**src/rtl/rtc_pkg.sv**
```systemverilog
package rtc_pkg;
    typedef enum logic [2:0] {
        TK_NULL   = 3'd0,
        TK_SRCH1  = 3'd1,
        TK_SRCH0  = 3'd2,
        TK_RDBYTE = 3'd3,
        TK_LDSYNC = 3'd4
    } task_code_e;

    typedef enum logic [1:0] {
        ST_IDLE,
        ST_SEARCH,
        ST_BYTE,
        ST_LOAD
    } rtc_state_e;
endpackage

```
**src/rtl/sync_corr.sv**
```systemverilog
module sync_corr #(
    parameter int W = 16
) (
    input  logic         clk,
    input  logic         rst_n,
    input  logic         clr,
    input  logic         en,
    input  logic         bit_in,
    input  logic         tol,
    input  logic [W-1:0] pat,
    output logic         hit
);
    localparam int FILL_W = $clog2(W + 1);

    logic [W-1:0]      win;
    logic [W-1:0]      win_nx;
    logic [FILL_W-1:0] fill;
    logic              full_nx;
    int                errs;

    assign win_nx  = {win[W-2:0], bit_in};
    assign full_nx = (fill >= FILL_W'(W - 1));
    assign errs    = $countones(win_nx ^ pat);
    assign hit     = en && full_nx && (errs <= int'(tol));

    always_ff @(posedge clk) begin
        if (!rst_n || clr) begin
            win  <= '0;
            fill <= '0;
        end else if (en) begin
            win <= win_nx;
            if (fill < FILL_W'(W)) fill <= fill + 1'b1;
        end
    end

    p_fill_bound_r6: assert property (@(posedge clk) disable iff (!rst_n)
        fill <= FILL_W'(W));
endmodule

```
**src/rtl/rx_byte_asm.sv**
```systemverilog
module rx_byte_asm #(
    parameter int W = 8
) (
    input  logic         clk,
    input  logic         rst_n,
    input  logic         clr,
    input  logic         en,
    input  logic         bit_in,
    output logic         done,
    output logic [W-1:0] val
);
    localparam int CW = $clog2(W);

    logic [W-1:0]  sh;
    logic [CW-1:0] cnt;

    assign val  = {sh[W-2:0], bit_in};
    assign done = en && (cnt == CW'(W - 1));

    always_ff @(posedge clk) begin
        if (!rst_n || clr) begin
            sh  <= '0;
            cnt <= '0;
        end else if (en) begin
            sh  <= val;
            cnt <= cnt + 1'b1;
        end
    end

    p_cnt_wrap_r4: assert property (@(posedge clk) disable iff (!rst_n)
        (en && cnt == CW'(W - 1)) |=> (cnt == '0));
endmodule

```
**src/rtl/rx_task_ctrl.sv**
```systemverilog
module rx_task_ctrl
    import rtc_pkg::*;
#(
    parameter int          SYNC_W    = 16,
    parameter logic [15:0] SYNC_INIT = 16'h5E3C
) (
    input  logic                clk,
    input  logic                rst_n,
    input  logic                cmd_wr,
    input  logic [2:0]          cmd_code,
    input  logic                stat_rd,
    input  logic                buf_wr,
    input  logic                buf_sel,
    input  logic [7:0]          buf_wdata,
    input  logic                rx_vld,
    input  logic                rx_bit,
    output logic [SYNC_W-1:0]   buf_q,
    output logic [SYNC_W-1:0]   sync_pat,
    output logic                bfree,
    output logic                irq,
    output logic                cmd_err,
    output logic                crc_init
);
    localparam int NB = SYNC_W / 8;

    rtc_state_e state, state_nx;
    logic       tol_q, tol_nx;
    logic [7:0] dbuf [NB];
    logic       accept, start, null_done, done;
    logic       hit, byte_done;
    logic [7:0] byte_val;

    assign accept    = cmd_wr && bfree;
    assign start     = accept && (state_nx != ST_IDLE);
    assign null_done = accept && (state_nx == ST_IDLE);

    sync_corr #(.W(SYNC_W)) u_corr (
        .clk(clk), .rst_n(rst_n), .clr(start),
        .en(state == ST_SEARCH && rx_vld), .bit_in(rx_bit),
        .tol(tol_q), .pat(sync_pat), .hit(hit)
    );

    rx_byte_asm #(.W(8)) u_byte (
        .clk(clk), .rst_n(rst_n), .clr(start),
        .en(state == ST_BYTE && rx_vld), .bit_in(rx_bit),
        .done(byte_done), .val(byte_val)
    );

    always_comb begin
        state_nx = state;
        tol_nx   = tol_q;
        done     = 1'b0;
        unique case (state)
            ST_IDLE: begin
                if (accept) begin
                    unique case (cmd_code)
                        TK_SRCH1:  begin state_nx = ST_SEARCH; tol_nx = 1'b1; end
                        TK_SRCH0:  begin state_nx = ST_SEARCH; tol_nx = 1'b0; end
                        TK_RDBYTE: state_nx = ST_BYTE;
                        TK_LDSYNC: state_nx = ST_LOAD;
                        default:   state_nx = ST_IDLE;
                    endcase
                end
            end
            ST_SEARCH: if (hit) begin state_nx = ST_IDLE; done = 1'b1; end
            ST_BYTE:   if (byte_done) begin state_nx = ST_IDLE; done = 1'b1; end
            ST_LOAD:   begin state_nx = ST_IDLE; done = 1'b1; end
            default:   state_nx = ST_IDLE;
        endcase
    end

    always_ff @(posedge clk) begin
        if (!rst_n) begin
            state <= ST_IDLE;
            tol_q <= 1'b0;
        end else begin
            state <= state_nx;
            tol_q <= tol_nx;
        end
    end

    always_ff @(posedge clk) begin
        if (!rst_n) begin
            bfree    <= 1'b1;
            irq      <= 1'b0;
            cmd_err  <= 1'b0;
            crc_init <= 1'b0;
            sync_pat <= SYNC_INIT[SYNC_W-1:0];
            for (int i = 0; i < NB; i++) dbuf[i] <= '0;
        end else begin
            crc_init <= done;
            if (cmd_wr && !bfree) cmd_err <= 1'b1;
            if (start)     bfree <= 1'b0;
            else if (done) bfree <= 1'b1;
            if (done || null_done) irq <= 1'b1;
            else if (stat_rd)      irq <= 1'b0;
            if (state == ST_LOAD) sync_pat <= buf_q;
            for (int i = 0; i < NB; i++)
                if (buf_wr && (int'(buf_sel) == i)) dbuf[i] <= buf_wdata;
            if (state == ST_BYTE && byte_done) dbuf[0] <= byte_val;
        end
    end

    for (genvar g = 0; g < NB; g++) begin : g_flat
        assign buf_q[(NB-1-g)*8 +: 8] = dbuf[g];
    end

    p_done_flags_r3: assert property (@(posedge clk) disable iff (!rst_n)
        $rose(bfree) |-> irq);
    p_crc_only_done_r8: assert property (@(posedge clk) disable iff (!rst_n)
        crc_init |-> $rose(bfree));
    p_crc_every_done_r8: assert property (@(posedge clk) disable iff (!rst_n)
        $rose(bfree) |-> crc_init);
    p_err_sticky_r10: assert property (@(posedge clk) disable iff (!rst_n)
        cmd_err |=> cmd_err);
    p_busy_cmd_r10: assert property (@(posedge clk) disable iff (!rst_n)
        (cmd_wr && !bfree) |=> (cmd_err && !bfree || state == ST_IDLE));
    p_load_pat_r5: assert property (@(posedge clk) disable iff (!rst_n)
        (state == ST_LOAD) |=> (sync_pat == $past(buf_q) && bfree));
    p_null_keeps_free_r9: assert property (@(posedge clk) disable iff (!rst_n)
        null_done |=> (bfree && irq && !crc_init));
endmodule

```
**config.mk**
```make
export PLATFORM = sky130hd
export DESIGN_NAME = rx_task_ctrl
export DESIGN_NICKNAME = d
export VERILOG_FILES = /design/src/rtl/rtc_pkg.sv /design/src/rtl/sync_corr.sv /design/src/rtl/rx_byte_asm.sv /design/src/rtl/rx_task_ctrl.sv
export SDC_FILE = /design/constraint.sdc
export NUM_CORES = 1
export LEC_CHECK = 0
export BUFFER_PORTS_ARGS = -buffer_cell sky130_fd_sc_hd__buf_4
export CORE_UTILIZATION = 55
export CTS_CLUSTER_DIAMETER = 60
export DETAILED_ROUTE_END_ITERATION = 8
export PLACE_DENSITY_LB_ADDON = 0.08
export SYNTH_ARGS = -nofsm -noshare
export SYNTH_HDL_FRONTEND = slang
export SYNTH_SLANG_ARGS = --single-unit
```
**constraint.sdc**
```tcl
create_clock -name clk -period 5.88 [get_ports clk]
set_input_delay 0.588 -clock clk [delete_from_list [all_inputs] [get_ports clk]]
set_output_delay 0.588 -clock clk [all_outputs]
set_load 0.01 [all_outputs]
```
; Yosys cells after proc, flatten, opt, wreduce, memory -nomap -nowiden
; Memories as Yosys holds them, arrays and structs flattened.
; Index checks and enable logic that the tools add are counted.
[op_classes]
addsub = 17
magnitude_cmp = 3
eq_ne = 8
muxes = 26
n_bitwise = 5
n_reduce_logical = 25
[op_table]
columns = operator, n
row1 = $add 32x32->32, 7
row2 = $le 32x2->1, 1
row3 = $mux 8, 3
row4 = $add 1x1->2, 8
row5 = $mux 1, 16
row6 = $xor 16x16->16, 1
row7 = $logic_and 1x1->1, 12
row8 = $pmux 2 s4, 1
row9 = $reduce_bool 2->1, 4
row10 = $eq 3x2->1 const B, 2
row11 = $eq 3x3->1 const B, 2
row12 = $mux 2, 3
row13 = $pmux 2 s3, 1
row14 = $add 5x1->5 const B, 1
row15 = $ge 5x4->1 const B, 1
row16 = $lt 5x5->1 const B, 1
row17 = $eq 2x2->1 const B, 2
row18 = $logic_not 2->1, 2
row19 = $add 3x1->3 const B, 1
row20 = $eq 3x1->1 const B, 1
row21 = $or 1x1->1, 3
row22 = $pmux 1 s3, 1
row23 = $reduce_and 3->1, 1
row24 = $eq 2x1->1 const B, 1
row25 = 6 further kinds, 8
[word_totals]
reg_bits = 53
mem_bits_rw = 16
wordCells = 96
memories = 1
[memory_table]
columns = memory, words, width, read_ports, rd_ports_with_merged_regs, write_ports, line
row1 = dbuf, 2, 8, 2, 0, 2, rx_task_ctrl.sv:28  ; logic [7:0] dbuf [NB];

; Longest topological paths before layout
[logic_depth]
word_depth = 13
ltp_mapped = 19
ltp_nobuf = 18

; Cells and area by module
; Synthesis repeated with hierarchy kept, for this count alone.
[unflattened]
cells_unflattened = 317
area_unflattened_um2 = 3309.4
[by_module_without_submodules]
columns = module, instances, cells_per_inst, area_per_inst_um2, seq_area_each_um2
row1 = rx_task_ctrl, 1, 157, 1635.3, 940.9
row2 = sync_corr, 1, 123, 1275.0, 400.4
row3 = rx_byte_asm, 1, 37, 399.1, 200.2

; Worst setup path after synthesis
; Ideal clock, no wire load.
[synth_timing]
path_kind = reg-to-reg
start = register sync_pat[14]
end = register u_corr.fill[1]
setup_time_ns = 0.066
t_arrival_ns = 4.490
slack_ns = 1.324
path_stages_with_launch = 20
synth_period_minus_slack_ns = 4.556
path_cell_list = dfxtp_1 xor2_1 ha_1 inv_1 fa_1 inv_1 fa_1 inv_1 fa_1 fa_1 inv_1 ha_1 inv_1 fa_1 a211o_1 a22o_1 o21ai_4 a32oi_4 buf_6 a21oi_2
[synth_between]
elab_chain_len = 12
[synth_rtl]
columns = element, line
row1 = start: declaration, rx_task_ctrl.sv:18  ; output logic [SYNC_W-1:0] sync_pat,
row2 = start signal: assignment, rx_task_ctrl.sv:88  ; sync_pat <= SYNC_INIT[SYNC_W-1:0];
row3 = start signal: assignment, rx_task_ctrl.sv:97  ; if (state == ST_LOAD) sync_pat <= buf_q;
row4 = $xor 16x16->16, sync_corr.sv:23  ; assign errs = $countones(win_nx ^ pat);
row5 = $add 1x1->2 (not written as such), sync_corr.sv:23
row6 = $add 32x32->32 (not written as such) (3 in series), sync_corr.sv:23
row7 = $le 32x2->1, sync_corr.sv:24  ; assign hit = en && full_nx && (errs <= int'(tol));
row8 = $logic_and 1x1->1, sync_corr.sv:24
row9 = $mux 2, rx_task_ctrl.sv:65  ; ST_SEARCH: if (hit) begin state_nx = ST_IDLE; done = 1'b1; end
row10 = $pmux 2 s4, rx_task_ctrl.sv:53  ; unique case (state)
row11 = $reduce_bool 2->1, rx_task_ctrl.sv:34  ; assign start = accept && (state_nx != ST_IDLE);
row12 = $logic_and 1x1->1, rx_task_ctrl.sv:34
row13 = $logic_or 1x1->1, sync_corr.sv:27  ; if (!rst_n || clr) begin
row14 = end signal: assignment, sync_corr.sv:32  ; if (fill < FILL_W'(W)) fill <= fill + 1'b1;
row15 = end: declaration, sync_corr.sv:17  ; logic [FILL_W-1:0] fill;
; No other way between the ends.
; A chain may end at the register's enable or synchronous reset.

; Worst setup path in the final report
[layout_timing]
start = register u_corr.win[11]
end = register u_byte.sh[6]
[layout_between]
elab_chain_len = 12
[layout_rtl]
columns = element, line
row1 = start: declaration, sync_corr.sv:15  ; logic [W-1:0] win;
row2 = start signal: assignment, sync_corr.sv:31  ; win <= win_nx;
row3 = $xor 16x16->16, sync_corr.sv:23
row4 = $add 1x1->2 (not written as such), sync_corr.sv:23
row5 = $add 32x32->32 (not written as such) (3 in series), sync_corr.sv:23
row6 = $le 32x2->1, sync_corr.sv:24
row7 = $logic_and 1x1->1, sync_corr.sv:24
row8 = $mux 2, rx_task_ctrl.sv:65
row9 = $pmux 2 s4, rx_task_ctrl.sv:53
row10 = $reduce_bool 2->1, rx_task_ctrl.sv:34
row11 = $logic_and 1x1->1, rx_task_ctrl.sv:34
row12 = $logic_or 1x1->1, rx_byte_asm.sv:21  ; if (!rst_n || clr) begin
row13 = end signal: assignment, rx_byte_asm.sv:25  ; sh <= val;
row14 = end: declaration, rx_byte_asm.sv:14  ; logic [W-1:0] sh;
; No other way between the ends.

==> impl_metrics.toml <==
[outcome]
status = "completed"

[logic_synthesis]
yosys_warnings = 0
synth_xor_xnor_area_share = 0.05136
muxShareOfSynthArea = 0.02516
yosys.area.top_type_share = 0.2963
synth_nets = 413
synth.most_common_cell = "nand2_1"
syn_inst = 365
synth_compound_gate_area_share = 0.1216
synth_area_um2 = 3581
netlist-cell-type-count = 41
netlist_top_cells_count = "90 x nand2_1, 53 x dfxtp_1, 26 x a21oi_2, 26 x inv_1"
ys_seq_area_frac = 0.4305
synth_seq_cells = 69
async_reset_ff_frac = 0
synth_flop_cell = "dfxtp_1"
syn_avg_cell_area_um2 = 9.811
synth_simple_gate_area_frac = 0.1932
synth_top_area_cell = "dfxtp_1"
yosys-top-cells-area = "dfxtp_1 30%, edfxtp_1 13%, nand2_1 9.4%"
synthAdderAreaFrac = 0.1244
synth_top_family_by_area = "simple AND/OR/NAND/NOR gates"
synth_edf_count = 16

[power]
p_leak_nw = 1.715
p_per_area_nw_per_um2 = 244.4
ir_drop_uv = 191.5

[cells_and_area]
multiInputGateArea_um2 = 1847
drive_above_1_share = 0.2721
final_cell_area_um2 = 4169
layout.nets = 463
num-fill-cells = 537
regArea_um2 = 1541
num_antenna_cells = 0
finalNonFillerCells = 496
syn_to_final_growth_pct = 16.42

[sta]
clock_skew_ns = 0.008372
hold_viol_final = 0
rsz0062_at_grt = "no"
finalHoldWorstSlack_ns = 0.4678
setup_viol = 0
finalCritPeriodShare = 0.8546
final.setup.tns_ns = 0
period_needed_ns = 5.025
worst_slew_pin_slew_ns = 0.7316
slew_viol_final = 0
max_freq_mhz = 199.0
relSlewSlack = 0.5108

[setup_path]
rr_worst_depth = 17
crit_start = "u_corr.win[11]$_SDFFE_PP0P_"
worstSetupPathType = "reg2reg"
r2r_end = "u_byte.sh[6]$_SDFFE_PP0P_"
reg2reg_from = "u_corr.win[11]$_SDFFE_PP0P_"
required_ns = 6.16
crit_arrival_ns = 5.30
cp_slowest_cell = "fa_1"
start_kind = "register"
cp_common_cell = "fa_1"
cp_max_fo = 25
crit_path_end_kind = "register"
max_stage_delay_ns = 0.53
r2r_setup_slack_ns = 0.85
crit_path_end = "u_byte.sh[6]$_SDFFE_PP0P_"
crit_chain = "xor2_1, ha_1, inv_1, fa_1, fa_1, fa_1, fa_1, inv_1, ha_1, inv_1, fa_1, a211o_1, a22o_1, o21ai_4, a32oi_4, buf_4, a21oi_2"

[cts]
postCtsSetupRepairBufs = 0
cts_hold_buffers = 0
clock_latency_ns = 0.34
cts_tree = "built"
cts.path.max_buffers = 2
ctsResizeCount = 0
cts_inserted_buffers = 9
clockRootBuffer = "clkbuf_8"
clkTransAtPathRegs_ns = 0.08
cts.sinks = 69
htree_num_levels = 3

[routing]
drt_iter0_drc = 113
firstDrtPassIters = 4
ant_nets = 0
via_count = 2602
wl_per_cell_um = 15.26
drcViolationCount = 0
vias_per_cell = 5.246
drt_wl_total_mm = 7.570

[floorplanning]
io_pins = 55
die_h_um = 82.69
die_area_um2 = 6838
chipWidth_um = 82.69
row_count = 29
core_area_um2 = 6314
initial_utilization = 0.5672

[global_routing]
grt_max_degree = 38
gr-total-overflow = 0
grt_pass1_vias = 2451
grt_util_all_layers = 0.2425
grt_pass1_wl_mm = 11.94
antenna_found_initial = 0

[place]
place_hpwl_mm = 5.592
gp_congestion = 0.7896
port_buffers = 54
postPlaceCellArea_um2 = 3995
dp_cells = 481

[min_path]
hold_path_class = "reg2reg"

[job]
cap_violations = 0
==> flip-flops by register name (all words and copies together), names as in the netlist <==
signal,flops
crc_init,1
state,2
bfree,1
dbuf,16
u_corr.fill,5
u_byte.cnt,3
irq,1
sync_pat,16
cmd_err,1
u_corr.win,15
tol_q,1
u_byte.sh,7
==> worst min path at each step <==
| stage | startpoint | to | depth (start not counted) |
|---|---|---|---|
| after global placement | cmd_err$_SDFFE_PN0P_ | cmd_err$_SDFFE_PN0P_ | 1 |
| after floorplan | u_byte.sh[6]$_SDFFE_PP0P_ | u_byte.sh[6]$_SDFFE_PP0P_ | 2 |
| after CTS | cmd_err$_SDFFE_PN0P_ | cmd_err$_SDFFE_PN0P_ | 1 |
| final | cmd_err$_SDFFE_PN0P_ | cmd_err$_SDFFE_PN0P_ | 1 |
| after global routing | u_corr.win[3]$_SDFFE_PP0P_ | u_corr.win[4]$_SDFFE_PP0P_ | 2 |
| after detailed placement | cmd_err$_SDFFE_PN0P_ | cmd_err$_SDFFE_PN0P_ | 1 |
==> per-layer routing <==
| metal | share of wire | wire length [um] | vias to the layer above | track usage |
|---|---|---|---|---|
| met5 | 0 | 0 | - | 0 |
| met4 | 0.0071 | 54 | 0 | 0.06379 |
| met3 | 0.043 | 323 | 6 | 0.06593 |
| met2 | 0.47 | 3557 | 52 | 0.3738 |
| met1 | 0.48 | 3634 | 1240 | 0.3347 |
| li1 | - | - | 1304 | - |
==> cell type report <==
class | count | area share
clock buffer | 10 | 0.03301
multi-input combinational | 254 | 0.4430
tap | 77 | 0.02311
clock inverter | 5 | 0.008703
sequential | 69 | 0.3697
timing repair buffer | 55 | 0.09904
inverter | 26 | 0.02341
==> stage by stage <==
| stage | setup WS [ns] | util | power [mW] |
|---|---|---|---|
| floorplan | 1.324 | - | 0.6359 |
| global placement | 0.9431 | 0.6328 | 0.6829 |
| detailed placement | 0.8555 | 0.6328 | 0.6863 |
| CTS | 0.8240 | 0.6603 | 1.030 |
| global route | 0.5362 | 0.6603 | 1.068 |
| finish | 0.8550 | 0.6603 | 1.019 |
==> worst max-delay path: cells and delay by family (launching register included) <==
| family | cells | cell delay (ns) |
|---|---|---|
| adder cells (fa/ha/maj) | 7 | 2.77 |
| XOR/XNOR | 1 | 0.20 |
| flip-flops | 1 | 0.38 |
| buffers and inverters | 4 | 0.50 |
| AO/OA/AOI/OAI | 5 | 1.13 |
==> kinds of logic after synthesis <==
kind of cell,count (synthesis)
simple gates,145
flops,69
compound gates,51
buf+inv,42
fa+ha+maj,29
xor+xnor,21
mux,8
==> power by group <==
group / total, mW / switching, mW / internal (mW) / leakage, nW
Sequential: 0.518 / 0.0148 / 0.503 / 0.591
Combinational: 0.156 / 0.0893 / 0.0667 / 1.04
Clock: 0.345 / 0.182 / 0.163 / 0.0808
Total: 1.02 / 0.286 / 0.733 / 1.71
==> placed cells by master, fill, tap and decap left out, types with 3 or more instances in the layout <==
cell and count:
nand2_1 90, buf_4 55, dfxtp_1 53, inv_1 26, a21oi_2 26, xor2_1 18
ha_1 18, edfxtp_1 16, nand3_1 12, fa_1 11, clkbuf_8 10, and3_1 9
mux2_2 8, nor2_1 8, a21boi_0 7, nor2b_1 5, nor2_2 5, nand3b_1 3
xnor2_1 3, o21a_1 3, o21ai_0 3, clkinvlp_4 3
Power figures use the tool's default switching activity.
